[config.mk]
export PLATFORM = sky130hd
export DESIGN_NAME = chmerge_fifo
export DESIGN_NICKNAME = d
export VERILOG_FILES = /design/src/rtl/chmerge_pkg.sv /design/src/rtl/chmerge_arb.sv /design/src/rtl/chmerge_store.sv /design/src/rtl/chmerge_flags.sv /design/src/rtl/chmerge_fifo.sv
export SDC_FILE = /design/constraint.sdc
export NUM_CORES = 1
export LEC_CHECK = 0
export BUFFER_PORTS_ARGS = -buffer_cell sky130_fd_sc_hd__buf_2
export CORE_UTILIZATION = 30
export DETAILED_ROUTE_END_ITERATION = 16
export HOLD_SLACK_MARGIN = 0.03
export PLACE_DENSITY = 0.54
export RECOVER_POWER = 25
export SYNTH_ARGS = -nofsm -noshare
export SYNTH_HDL_FRONTEND = slang
export SYNTH_SLANG_ARGS = --single-unit
[constraint.sdc]
create_clock -name clk -period 9.7 [get_ports clk]
set_input_delay 1.455 -clock clk [delete_from_list [all_inputs] [get_ports clk]]
set_output_delay 1.455 -clock clk [all_outputs]
set_load 0.01 [all_outputs]
[src/rtl/chmerge_pkg.sv]
package chmerge_pkg;
    localparam int BUS_W      = 32;
    localparam int ADDR_W     = 2;
    localparam int DEF_NUM_CH = 8;
    localparam int DEF_DEPTH  = 8;

    // control word 0 bit positions
    localparam int B_GEN      = 7;
    localparam int B_NOSTALL  = 4;
    localparam int B_OVCLR    = 6;
    localparam int B_FLUSH    = 31;
    // status word: count field base
    localparam int ST_CNT_LSB = 28;

    typedef enum logic [ADDR_W-1:0] {
        REG_CTRL0  = 2'd0,
        REG_CTRL1  = 2'd1,
        REG_STATUS = 2'd2,
        REG_DATA   = 2'd3
    } reg_addr_e;

    typedef struct packed {
        logic gen;
        logic nostall;
    } ctrl_t;

    typedef struct packed {
        logic             flush;
        logic             ovclr;
        logic             gen_nxt;
        logic             nostall_nxt;
    } ctrl0_wr_t;

    function automatic ctrl0_wr_t decode_ctrl0(input logic [BUS_W-1:0] d, input logic gen_now);
        ctrl0_wr_t r;
        r.gen_nxt     = d[B_GEN];
        r.nostall_nxt = d[B_NOSTALL];
        r.ovclr       = d[B_OVCLR];
        r.flush       = d[B_FLUSH] | (gen_now & ~d[B_GEN]);
        return r;
    endfunction
endpackage

[src/rtl/chmerge_arb.sv]
module chmerge_arb #(
    parameter int N = 8,
    localparam int IDX_W = (N > 1) ? $clog2(N) : 1
) (
    input  logic [N-1:0]     req,
    output logic [N-1:0]     grant,
    output logic [IDX_W-1:0] idx,
    output logic             any
);
    always_comb begin
        grant = '0;
        idx   = '0;
        any   = 1'b0;
        for (int i = N - 1; i >= 0; i--) begin
            if (req[i]) begin
                grant    = '0;
                grant[i] = 1'b1;
                idx      = IDX_W'(i);
                any      = 1'b1;
            end
        end
    end
endmodule

[src/rtl/chmerge_store.sv]
module chmerge_store #(
    parameter int DEPTH = 8,
    parameter int W     = 32,
    localparam int PTR_W = (DEPTH > 1) ? $clog2(DEPTH) : 1,
    localparam int CNT_W = $clog2(DEPTH + 1)
) (
    input  logic             clk,
    input  logic             rst,
    input  logic             flush,
    input  logic             push,
    input  logic [W-1:0]     wdata,
    input  logic             pop,
    output logic             push_ok,
    output logic [W-1:0]     head,
    output logic [CNT_W-1:0] count,
    output logic             empty
);
    logic [W-1:0]     mem [DEPTH];
    logic [PTR_W-1:0] wptr_q, rptr_q;
    logic [CNT_W-1:0] count_q;
    logic             full, pop_ok;

    function automatic logic [PTR_W-1:0] bump(input logic [PTR_W-1:0] p);
        return (p == PTR_W'(DEPTH - 1)) ? '0 : p + 1'b1;
    endfunction

    assign empty   = (count_q == '0);
    assign full    = (count_q == CNT_W'(DEPTH));
    assign pop_ok  = pop & ~empty & ~flush;
    assign push_ok = push & ~flush & (~full | pop_ok);
    assign head    = mem[rptr_q];
    assign count   = count_q;

    always_ff @(posedge clk) begin
        if (push_ok) mem[wptr_q] <= wdata;
    end

    always_ff @(posedge clk) begin
        if (rst || flush) begin
            wptr_q  <= '0;
            rptr_q  <= '0;
            count_q <= '0;
        end else begin
            if (push_ok) wptr_q <= bump(wptr_q);
            if (pop_ok)  rptr_q <= bump(rptr_q);
            case ({push_ok, pop_ok})
                2'b10:   count_q <= count_q + 1'b1;
                2'b01:   count_q <= count_q - 1'b1;
                default: count_q <= count_q;
            endcase
        end
    end

    p_count_bound_r8: assert property (@(posedge clk) disable iff (rst)
        count_q <= CNT_W'(DEPTH));

    p_pushpop_r12: assert property (@(posedge clk) disable iff (rst)
        (push_ok && pop_ok) |=> (count_q == $past(count_q)));
endmodule

[src/rtl/chmerge_flags.sv]
module chmerge_flags #(
    parameter int N = 8
) (
    input  logic         clk,
    input  logic         rst,
    input  logic [N-1:0] set,
    input  logic         clr,
    output logic [N-1:0] flags
);
    for (genvar i = 0; i < N; i++) begin : g_flag
        logic f_q;
        always_ff @(posedge clk) begin
            if (rst)         f_q <= 1'b0;
            else if (set[i]) f_q <= 1'b1;
            else if (clr)    f_q <= 1'b0;
        end
        assign flags[i] = f_q;

        p_sticky_r4: assert property (@(posedge clk) disable iff (rst)
            (f_q && !clr) |=> f_q);
        p_clear_r5: assert property (@(posedge clk) disable iff (rst)
            (clr && !set[i]) |=> !f_q);
    end
endmodule

[src/rtl/chmerge_fifo.sv]
module chmerge_fifo
    import chmerge_pkg::*;
#(
    parameter int NUM_CH = DEF_NUM_CH,
    parameter int DEPTH  = DEF_DEPTH,
    localparam int CNT_W = $clog2(DEPTH + 1),
    localparam int IDX_W = (NUM_CH > 1) ? $clog2(NUM_CH) : 1
) (
    input  logic                    clk,
    input  logic                    rst,
    input  logic [NUM_CH-1:0]       ch_valid,
    input  logic [NUM_CH*BUS_W-1:0] ch_data,
    input  logic [ADDR_W-1:0]       bus_addr,
    input  logic                    bus_wr,
    input  logic [BUS_W-1:0]        bus_wdata,
    input  logic                    bus_rd,
    output logic [BUS_W-1:0]        bus_rdata,
    output logic                    bus_ready
);
    ctrl_t             ctrl_q;
    logic [NUM_CH-1:0] chen_q;
    ctrl0_wr_t         c0w;
    logic              wr_c0, wr_c1, flush, ovclr;
    logic [NUM_CH-1:0] admit, grant, lost, flags;
    logic [IDX_W-1:0]  widx;
    logic              want_push, push_ok, rd_data, pop, empty;
    logic [BUS_W-1:0]  head, push_word;
    logic [CNT_W-1:0]  fifo_count;
    logic              wdata_unused;

    assign wdata_unused = ^bus_wdata;

    // register write decode
    assign wr_c0 = bus_wr && (reg_addr_e'(bus_addr) == REG_CTRL0);
    assign wr_c1 = bus_wr && (reg_addr_e'(bus_addr) == REG_CTRL1);
    assign c0w   = decode_ctrl0(bus_wdata, ctrl_q.gen);
    assign flush = wr_c0 && c0w.flush;
    assign ovclr = wr_c0 && c0w.ovclr;

    always_ff @(posedge clk) begin
        if (rst) begin
            ctrl_q <= '0;
            chen_q <= '0;
        end else begin
            if (wr_c0) begin
                ctrl_q.gen     <= c0w.gen_nxt;
                ctrl_q.nostall <= c0w.nostall_nxt;
            end
            if (wr_c1) chen_q <= bus_wdata[NUM_CH-1:0];
        end
    end

    // admission and arbitration
    assign admit = ch_valid & chen_q & {NUM_CH{ctrl_q.gen}};

    chmerge_arb #(.N(NUM_CH)) u_arb (
        .req   (admit),
        .grant (grant),
        .idx   (widx),
        .any   (want_push)
    );

    assign push_word = ch_data[widx*BUS_W +: BUS_W];

    // processor read side
    assign rd_data   = bus_rd && (reg_addr_e'(bus_addr) == REG_DATA);
    assign pop       = rd_data && !empty;
    assign bus_ready = !rd_data || !empty || ctrl_q.nostall;

    chmerge_store #(.DEPTH(DEPTH), .W(BUS_W)) u_store (
        .clk     (clk),
        .rst     (rst),
        .flush   (flush),
        .push    (want_push),
        .wdata   (push_word),
        .pop     (pop),
        .push_ok (push_ok),
        .head    (head),
        .count   (fifo_count),
        .empty   (empty)
    );

    assign lost = flush ? '0 : (admit & ~(grant & {NUM_CH{push_ok}}));

    chmerge_flags #(.N(NUM_CH)) u_flags (
        .clk   (clk),
        .rst   (rst),
        .set   (lost),
        .clr   (ovclr),
        .flags (flags)
    );

    // read mux
    always_comb begin
        bus_rdata = '0;
        case (reg_addr_e'(bus_addr))
            REG_CTRL0: begin
                bus_rdata[B_GEN]     = ctrl_q.gen;
                bus_rdata[B_NOSTALL] = ctrl_q.nostall;
            end
            REG_CTRL1:  bus_rdata[NUM_CH-1:0] = chen_q;
            REG_STATUS: begin
                bus_rdata[ST_CNT_LSB +: CNT_W] = fifo_count;
                bus_rdata[NUM_CH-1:0]          = flags;
            end
            default:    bus_rdata = empty ? '0 : head;
        endcase
    end

    p_admit_r2: assert property (@(posedge clk) disable iff (rst)
        !ctrl_q.gen |=> (fifo_count <= $past(fifo_count)));

    p_one_write_r3: assert property (@(posedge clk) disable iff (rst)
        $onehot0(grant));

    p_lowest_first_r3: assert property (@(posedge clk) disable iff (rst)
        (grant != '0) |-> ((admit & (grant - 1'b1)) == '0));

    p_flush_r6: assert property (@(posedge clk) disable iff (rst)
        flush |=> (fifo_count == '0));

    p_stall_r9: assert property (@(posedge clk) disable iff (rst)
        (rd_data && !bus_ready) |-> (fifo_count == '0));

    p_empty_zero_r10: assert property (@(posedge clk) disable iff (rst)
        (rd_data && bus_ready && fifo_count == '0) |-> (bus_rdata == '0));
endmodule

**Yosys cells after proc, flatten, opt, wreduce, memory -nomap -nowiden**

Memory sizes are Yosys's and may differ from the RTL's. A register that Yosys moved wholly into a read port is not among the register bits.
Index checks and enable logic that the tools add are counted.

- Flip-flop bits (word level): 28
- Memory bits (writable): 256
- Output and inout bits: 33
- Memories: 1

- Add/sub/neg operators: 4
- Equal/unequal tests: 8
- Shift-type cells: 1
- Multiplexer cells: 48
- Bitwise logic cells: 16
- Reductions and logical operators: 24

Memories:

| memory | depth | bits a word | read ports | clocked after Yosys merged registers in | write ports | line | text |
|---|---|---|---|---|---|---|---|
| u_store.mem | 8 | 32 | 1 | 1 | 1 | chmerge_store.sv:18 | `logic [W-1:0] mem [DEPTH];` |

Operators with widths:

| cell | number |
|---|---|
| 256-bit by 9-bit indexed part select with 32-bit output | 1 |
| 8-bit two-way mux | 9 |
| 3-bit two-way mux | 12 |
| 8-bit bitwise AND | 4 |
| 32-bit two-way mux | 1 |
| 20-bit two-way mux | 1 |
| 1-bit two-way mux | 19 |
| 2-bit nonzero test | 9 |
| 4-bit one-hot mux with 2 select lines | 2 |
| 4-bit one-hot mux with 3 select lines | 1 |
| 8-bit NOT | 1 |
| 3-bit by 1-bit adder with 3-bit output, second input constant | 2 |
| 2-bit == test, second input constant | 3 |
| 3-bit == test, second input constant | 2 |
| 1-bit logical AND | 6 |
| 1-bit one-hot mux with 3 select lines | 2 |
| 2-bit one-hot mux with 3 select lines | 1 |
| 1-bit bitwise AND | 5 |
| 4-bit by 1-bit adder with 4-bit output, second input constant | 1 |
| 2-bit by 1-bit == test with 1-bit output, second input constant | 2 |
| 4-bit == test, second input constant | 1 |
| 4-bit logical NOT | 1 |
| 1-bit NOT | 4 |
| 4-bit by 1-bit subtractor with 4-bit output, second input constant | 1 |
| other kinds (6) | 10 |

**Depth between registers and ports, before layout**

Gate-level depths: netlist (run 1).

- Depth after elaboration: 17
- Gate-level depth with buffers: 11

**Hierarchy**

From an unflattened synthesis (run 1), not the netlist that was laid out.

- Cell total of the unflattened synthesis: 786
- Area, all modules: 14149.8 um^2

By module, submodules not included:

| module | times used | cells each | area each (um^2) |
|---|---|---|---|
| chmerge_store | 1 | 470 | 10581.4 |
| chmerge_fifo | 1 | 253 | 3045.4 |
| chmerge_flags | 1 | 41 | 364.1 |
| chmerge_arb | 1 | 22 | 158.9 |

**Worst setup path after synthesis (run 1)**

OpenSTA, ideal clock, no wires.

- Kind: in2reg
- From: in bus_wr
- To: mem u_store.mem[4][0] (enable)
- Setup time: 0.513 ns
- Arrival time: 5.682 ns
- Setup slack: 3.505 ns
- Cell stages on the path: 6
- Buffers on the path: 2
- Cell sequence: buf_2 nor3b_2 o21ai_1 o211ai_2 buf_2 nor4b_1

- Cells in the longest elaborated chain, start to end: 8
- Elaborated cells on any way between the ends: 9
- Those cells by class: 2 x mux; 5 x bitwise; 2 x reduce/logical

RTL lines:

| element | line | text |
|---|---|---|
| from (decl) | chmerge_fifo.sv:14 | `input logic bus_wr,` |
| 1-bit logical AND * | chmerge_fifo.sv:34 | `assign wr_c0 = bus_wr && (reg_addr_e'(bus_addr) == REG_CTRL0);` |
| 1-bit logical AND * | chmerge_fifo.sv:37 | `assign flush = wr_c0 && c0w.flush;` |
| 1-bit NOT * | chmerge_store.sv:29, chmerge_store.sv:30 |  |
| 1-bit bitwise AND | chmerge_store.sv:29 | `assign pop_ok = pop & ~empty & ~flush;` |
| 1-bit bitwise OR | chmerge_store.sv:30 | `assign push_ok = push & ~flush & (~full \| pop_ok);` |
| 1-bit bitwise AND * | chmerge_store.sv:30 |  |
| 1-bit two-way mux * | chmerge_store.sv:35 | `if (push_ok) mem[wptr_q] <= wdata;` |
| 1-bit two-way mux (implied by the code) * | chmerge_store.sv:35 |  |
| to (decl) | chmerge_store.sv:18 |  |

Mark *: on every way between the ends. The rest lies on a longest branch, timed or not.

**Final worst setup path (run 1)**

- From: in ch_valid[3]
- To: mem u_store.mem[4][7], data pin

- Cells in the longest elaborated chain, start to end: 7

RTL lines:

| element | line | text |
|---|---|---|
| from (decl) | chmerge_fifo.sv:11 | `input logic [NUM_CH-1:0] ch_valid,` |
| 8-bit bitwise AND (2 in a row) | chmerge_fifo.sv:54 | `assign admit = ch_valid & chen_q & {NUM_CH{ctrl_q.gen}};` |
| 3-bit two-way mux (4 in a row) | chmerge_arb.sv:15 | `if (req[i]) begin` |
| 256-bit by 9-bit indexed part select with 32-bit output | chmerge_fifo.sv:63 | `assign push_word = ch_data[widx*BUS_W +: BUS_W];` |
| named net push_word[7] | chmerge_fifo.sv:27 | `logic [BUS_W-1:0] head, push_word;` |

The timed path passes the listed nets, and every way through them passes these cells.

==> flow_summary_export.csv, run 1 <==
group,metric,value,unit
logic_synthesis,netlist_area,13700,sq um
setup_path,start_kind,"input pin",
clock_tree,postCtsSetupBuffers,0,
global_routing,grt_pass1_vias,10100,
die,start_util,30.7,%
clock_tree,clkTransAtPathRegs,60,ps
setup_path,reg2reg_slack,5130,ps
logic_synthesis,synth_area_leaders,"edfxtp_1 56%, mux4_2 11%, dfxtp_1 4.5%",
global_routing,grt_max_degree,87,
logic_synthesis,yosysSeqAreaShare,60.9,%
die,die_h,215,um
run_status,violations,"capacitance limit, slew limit",
logic_synthesis,synth_edf_count,256,
routing,first_iter_violations,773,
clock_tree,cts_max_level,1,
global_routing,grt_antenna_before_repair,0,
setup_path,reg2reg_depth,6,
sta,slew_headroom,-62.9,%
clock_tree,cts_tree,"built",
pwr,p_leak,5.80,nW
sta,fin_skew,12.2,ps
sta,tightest_slew,2440,ps
setup_path,cp-end-kind,"register",
sta,finalSetupTns,0,ps
die,pin_count,335,
logic_synthesis,postSynthAreaPerCell,13.8,sq um
place,post-place-ws,4180,ps
logic_synthesis,synth-main-ff-cell,"edfxtp_1",
sta,rsz0062_at_grt,"false",
sta,postLayoutSetupSlackWorst,4700,ps
layout,regArea,8310,sq um
sta,hold_viol_final,0,
flow_run,drv_cap,4,
clock_tree,cts_buffer_depth,3,
sta,finalCritPeriodShare,51.6,%
routing,ant_nets,0,
logic_synthesis,yosysWarnings,0,
logic_synthesis,syn_inst,988,
setup_path,crit_arrival,5170,ps
setup_path,crit_start,"ch_valid[3]",
sta,fmax,0.200,GHz
clock_tree,cts_root_buf,"clkbuf_16",
clock_tree,cts.sinks,287,
setup_path,worstSetupPathType,"in2reg",
layout,num_antenna_cells,0,
place,place_congestion,0.864,
pwr,power.total,0.00256,W
sta,holdWs,466,ps
global_routing,grt_pass1_wl,60.4,mm
logic_synthesis,synth_top_area_cell,"edfxtp_1",
die,die-width,215,um
clock_tree,clk-insertion-delay-late,540,ps
place,hpwl,26.1,mm
logic_synthesis,synth_top_area_share,56.3,%
run_status,status,"finished with violations",
clock_tree,ctsResizeCount,0,
layout,multiInputGateArea,4980,sq um
setup_path,reg2reg_to,"u_store.mem[4][7]",
sta,period_needed,5000,ps
die,num_rows,77,
setup_path,path_max_fanout,86,
clock_tree,hold_buffers,0,
routing,firstDrtPassIters,5,
sta,report.final.slew_viol_count,121,
hold_path,hp-class,"reg2reg",
routing,finalWirelength,41.1,mm
sta,setup_viol,0,
setup_path,rr_startpoint,"ctrl_q[1]",
die,core,44500,sq um
layout,drive_gt1_share,34.8,%
global_routing,grt.total_usage,17.2,%
layout,utilization,37.4,%
logic_synthesis,synth_seq_cells,287,
routing,drc,0,
routing,vias,10100,
die,dieArea,46400,sq um
logic_synthesis,synth_nets,1297,
global_routing,grt_overflow,0,
layout,nets,1570,
logic_synthesis,async_flop_share,0,%
pwr,ir_worst_vdd,0.108,mV
logic_synthesis,yosysUniqueCellTypes,55,
place,portBuffers,311,
pwr,power.density,154,nW/um^2
setup_path,required,9870,ps
clock_tree,cts_buffers,31,
routing,wire_per_inst,21.9,um
layout,area_growth,22.0,%
routing,avgViaCountPerCell,5.36,
setup_path,critPathCapture,"u_store.mem[4][7]",
layout,fillCellCount,4323,
[cell usage in the layout, fill, tap and decap left out, types with 3 or more instances in the layout]
| master | n |
|---|---|
| edfxtp_1 | 256 |
| o21ai_0 | 77 |
| clkbuf_16 | 31 |
| nor2b_1 | 4 |
| a22oi_1 | 6 |
| clkbuf_1 | 18 |
| nor2_1 | 33 |
| a211oi_1 | 64 |
| a32o_1 | 39 |
| and2_1 | 5 |
| clkinv_1 | 7 |
| nor3b_1 | 3 |
| clkinv_2 | 3 |
| mux2i_1 | 38 |
| ha_1 | 6 |
| a31oi_1 | 64 |
| inv_1 | 4 |
| buf_4 | 14 |
| buf_2 | 309 |
| or3_1 | 3 |
| nand2_1 | 62 |
| a21oi_1 | 17 |
| and3_1 | 32 |
| nand3_1 | 45 |
| dfxtp_1 | 28 |
| nor3_1 | 4 |
| mux4_2 | 64 |
[cell type report]
cell class	count	share of cell area (%)
clock buffers	41	4.88
clock inverters	15	0.639
inverters	4	0.0902
multi-input cells	606	29.9
flip-flops and latches	287	49.9
well taps	592	4.45
repair buffers	331	10.1
[how the worst min path moves through the flow]
stage	start	cells past startpoint	to
3_3_place_gp	u_flags.g_flag[1].f_q	2	u_flags.g_flag[1].f_q
5_1_grt	u_flags.g_flag[1].f_q	2	u_flags.g_flag[1].f_q
3_5_place_dp	u_flags.g_flag[1].f_q	2	u_flags.g_flag[1].f_q
6_report	u_flags.g_flag[1].f_q	2	u_flags.g_flag[1].f_q
2_1_floorplan	u_flags.g_flag[1].f_q	2	u_flags.g_flag[1].f_q
4_1_cts	u_flags.g_flag[1].f_q	2	u_flags.g_flag[1].f_q
[layer usage]
layer | vias up | global-route usage [%] | routed length, um
met5 | - | 0 | 0
met4 | 0 | 5.25 | 1060
met3 | 57 | 2.09 | 1940
met2 | 373 | 29.7 | 20100
met1 | 5053 | 22.5 | 18000
li1 | 4575 | - | -
[synthesized netlist by cell type (all sizes together), types with 4 or more instances]
library cell	instances
a211oi	66
a21oi	18
a22oi	6
a31oi	64
a32o	39
and2	6
and3	33
buf	47
clkbuf	44
dfxtp	31
edfxtp	256
ha	6
inv	4
mux2i	38
mux4	64
nand2	64
nand3	47
nor2	33
nor2b	4
nor3	5
nor3b	4
o21ai	79
or3	4
[metrics by stage]
step | std cells | instance area (sq um)
final | 1876 | 16700
after global routing | 1876 | 16700
after CTS | 1876 | 16700
after detailed placement | 1820 | 15800
after global placement | 1820 | 15800
after floorplan | 988 | 13700
[registers in the layout (all words and copies together) (netlist names), named ones only]
| signal | count |
|---|---|
| u_flags.g_flag.f_q | 8 |
| u_store.rptr_q | 3 |
| u_store.wptr_q | 3 |
| chen_q | 8 |
| u_store.mem | 256 |
| ctrl_q | 2 |
| u_store.count | 4 |
[cell families after synthesis]
family	count (synthesis)	synth area share, %
buf+inv	95	3.02
mux	102	13.3
simple gates	209	7.52
xor+xnor	2	0.128
flops	287	60.9
compound gates	286	14.4
fa+ha+maj	7	0.697
[where the power goes]
part           internal, W  leakage (nW)  switching [W]
combinational    0.0000636          2.80      0.0000722
sequential         0.00135          2.55     0.00000303
clock             0.000613         0.441       0.000455
total              0.00203          5.80       0.000530
[critical path, stage by stage]
cell and delay, ps:
buf_2 90, and2_2 200, o211ai_1 180, o21ai_4 990, buf_4 820, nand3_1 150
a32o_1 330, a211oi_1 900
(Power assumes the default switching activity.)
==> inputs of run 2 (changes only) <==
ABC_AREA = 1   (was default)
PLACE_DENSITY = 0.55   (was 0.54)
clock period = 4.6 ns   (was 9.7 ns; I/O delays follow)
==> flow_summary_export.csv, run 2 <==
group,metric,value,unit
run_status,status,"complete, no violations",
die,start_util,30.3,%
logic_synthesis,synth.area.mux_share,0,%
routing,first_iter_violations,805,
routing,ant_nets,0,
routing,firstDrtPassIters,7,
layout,nets,2387,
routing,wire_per_inst,17.0,um
sta,report.final.slew_viol_count,0,
sta,finalSetupTns,0,ps
logic_synthesis,synth_top_area_cell,"edfxtp_1",
logic_synthesis,yosysWarnings,0,
logic_synthesis,synth_seq_cells,287,
die,core,50100,sq um
setup_path,path_max_fanout,20,
sta,setup_viol,0,
routing,drc,0,
die,die_h,227,um
layout,drive_gt1_share,19.0,%
die,die-width,227,um
logic_synthesis,synth_top_family_by_area,"simple AND/OR/NAND/NOR gates",
logic_synthesis,synth-main-ff-cell,"edfxtp_1",
sta,rsz0062_at_grt,"false",
logic_synthesis,netlist_area,15200,sq um
logic_synthesis,synth_nets,2128,
setup_path,cp-end-kind,"output port",
logic_synthesis,synth_top_area_share,50.7,%
logic_synthesis,synth_area_leaders,"edfxtp_1 51%, nand3_1 9.4%, nand2_1 8.5%",
setup_path,required,3910,ps
pwr,p_leak,8.23,nW
sta,period_needed,3550,ps
routing,avgViaCountPerCell,4.80,
layout,reg.largest.list,"u_store.mem (256), chen_q (8), u_flags.g_flag.f_q (8)",
logic_synthesis,async_flop_share,0,%
logic_synthesis,synthSimpleGateAreaFrac,23.6,%
global_routing,grt_overflow,0,
setup_path,start_kind,"register",
global_routing,grt_antenna_before_repair,7,
clock_tree,ctsResizeCount,0,
place,post-place-ws,1230,ps
logic_synthesis,postSynthAreaPerCell,8.34,sq um
place,hpwl,32.0,mm
clock_tree,hold_buffers,0,
clock_tree,cts_tree,"built",
sta,tightest_slew,1130,ps
global_routing,grt_pass1_vias,12600,
die,num_rows,82,
place,place_congestion,0.849,
layout,most-common-layout-cells,"345 x nand2_1, 308 x buf_2, 294 x inv_1",
sta,hold_viol_final,0,
clock_tree,cts_max_level,1,
sta,fin_skew,10.9,ps
setup_path,crit_arrival,2860,ps
layout,mostFrequentLayoutCell,"nand2_1",
global_routing,grt_max_degree,136,
logic_synthesis,syn_inst,1819,
layout,utilization,36.3,%
clock_tree,cts_root_buf,"clkbuf_16",
clock_tree,cts_buffers,26,
clock_tree,clk-insertion-delay-late,530,ps
routing,finalWirelength,47.1,mm
pwr,power.density,303,nW/um^2
global_routing,grt_pass1_wl,71.4,mm
global_routing,grt.total_usage,18.1,%
logic_synthesis,yosysUniqueCellTypes,36,
logic_synthesis,synth_compound_area_share,10.0,%
logic_synthesis,yosys.area_share.xor_xnor,0.0577,%
clock_tree,cts.sinks,287,
logic_synthesis,synth_most_common_cell,"nand2_1",
routing,vias,13300,
clock_tree,cts_buffer_depth,3,
layout,largest_register,"u_store.mem",
pwr,ir_worst_vdd,0.243,mV
layout,largest_reg_flops,256,
logic_synthesis,synth_edf_count,256,
place,placed_area,17400,sq um
place,portBuffers,311,
sta,fmax,0.281,GHz
sta,slew_headroom,24.5,%
logic_synthesis,synthAdderAreaFrac,0.627,%
logic_synthesis,yosysSeqAreaShare,54.8,%
sta,finalCritPeriodShare,77.2,%
clock_tree,postCtsSetupBuffers,0,
die,pin_count,335,
clock_tree,clkTransAtPathRegs,70,ps
logic_synthesis,ys_top_cells_by_count,"345 x nand2_1, 294 x inv_1, 286 x nand3_1",
flow_run,drv_cap,0,
setup_path,worstSetupPathType,"reg2out",
layout,area_growth,19.7,%
sta,postLayoutSetupSlackWorst,1050,ps
layout,post-route-cell-area,18200,sq um
hold_path,hp-class,"in2reg",
die,dieArea,51500,sq um
[run 2: cell types whose count changed in the layout (fill, tap and decap cells not counted), moves of 32 or more]
cell and delta:
a211oi_1 -61, nand3_1 +241, mux2i_1 -38, o21ai_0 +89
a31oi_1 -42, a32o_1 -39, inv_1 +290, nand2_1 +283
nor2_1 +156, mux4_2 -64, and3_1 -32
[run 2: layout make-up]
| type | instances | area (sq um) |
|---|---|---|
| fillers | 5293 | 31900 |
| clock buffers | 34 | 702 |
| repair buffers | 345 | 1840 |
| flip-flops and latches | 287 | 8310 |
| diodes | 1 | 2.50 |
| clock inverters | 13 | 90.1 |
| inverters | 298 | 1120 |
| well taps | 672 | 841 |
| multi-input cells | 1120 | 5260 |
[run 2: logic make-up after synthesis]
kind of cell / Yosys count
AOI/OAI and AO/OA: 267
DFF: 287
xor gates and xnor gates: 1
buffers and inverters: 412
adders and majority gates: 7
and+or+nand+nor: 845
[run 2: path summary, 6_finish.rpt]
path	slack, ps	depth (start not counted)	endpoint	from
max reg2reg	1100	9	u_store.mem[4][19]	ctrl_q[1]
max	1050	6	bus_rdata[28]	register
min	450	3	chen_q[4]	bus_wdata[4]
min reg2reg	470	2	u_flags.g_flag[6].f_q	u_flags.g_flag[6].f_q
[run 2: per-stage QoR]
| stage | hold slack (ps) | cells | total power, W |
|---|---|---|---|
| after global placement | 463 | 2722 | 0.00350 |
| final | 449 | 2770 | 0.00550 |
| after floorplan | 439 | 1819 | 0.00324 |
| after CTS | 376 | 2769 | 0.00555 |
| after detailed placement | 461 | 2722 | 0.00351 |
| after global routing | 468 | 2770 | 0.00570 |
[run 2: worst max-delay path, cell delays in order (launching register included)]
cell      delay [ps]
dfxtp_1          700
clkinv_1         620
buf_4            410
o221ai_1         120
nand3_1          190
o21ai_0          130
buf_2            160
[run 2: where the power goes]
| part | leakage [nW] | switching, W | internal [W] | total, W |
|---|---|---|---|---|
| Clock | 0.385 | 0.000922 | 0.00113 | 0.00205 |
| Combinational | 5.29 | 0.000349 | 0.000196 | 0.000545 |
| Sequential | 2.55 | 0.0000119 | 0.00289 | 0.00290 |
[run 2: layer usage]
metal	track usage, %	vias to the layer above	routed length (um)
met5	0	-	26
met4	6.26	4	1520
met3	2.14	67	2640
met2	30.9	464	22600
met1	23.5	6236	20300
li1	-	6530	-
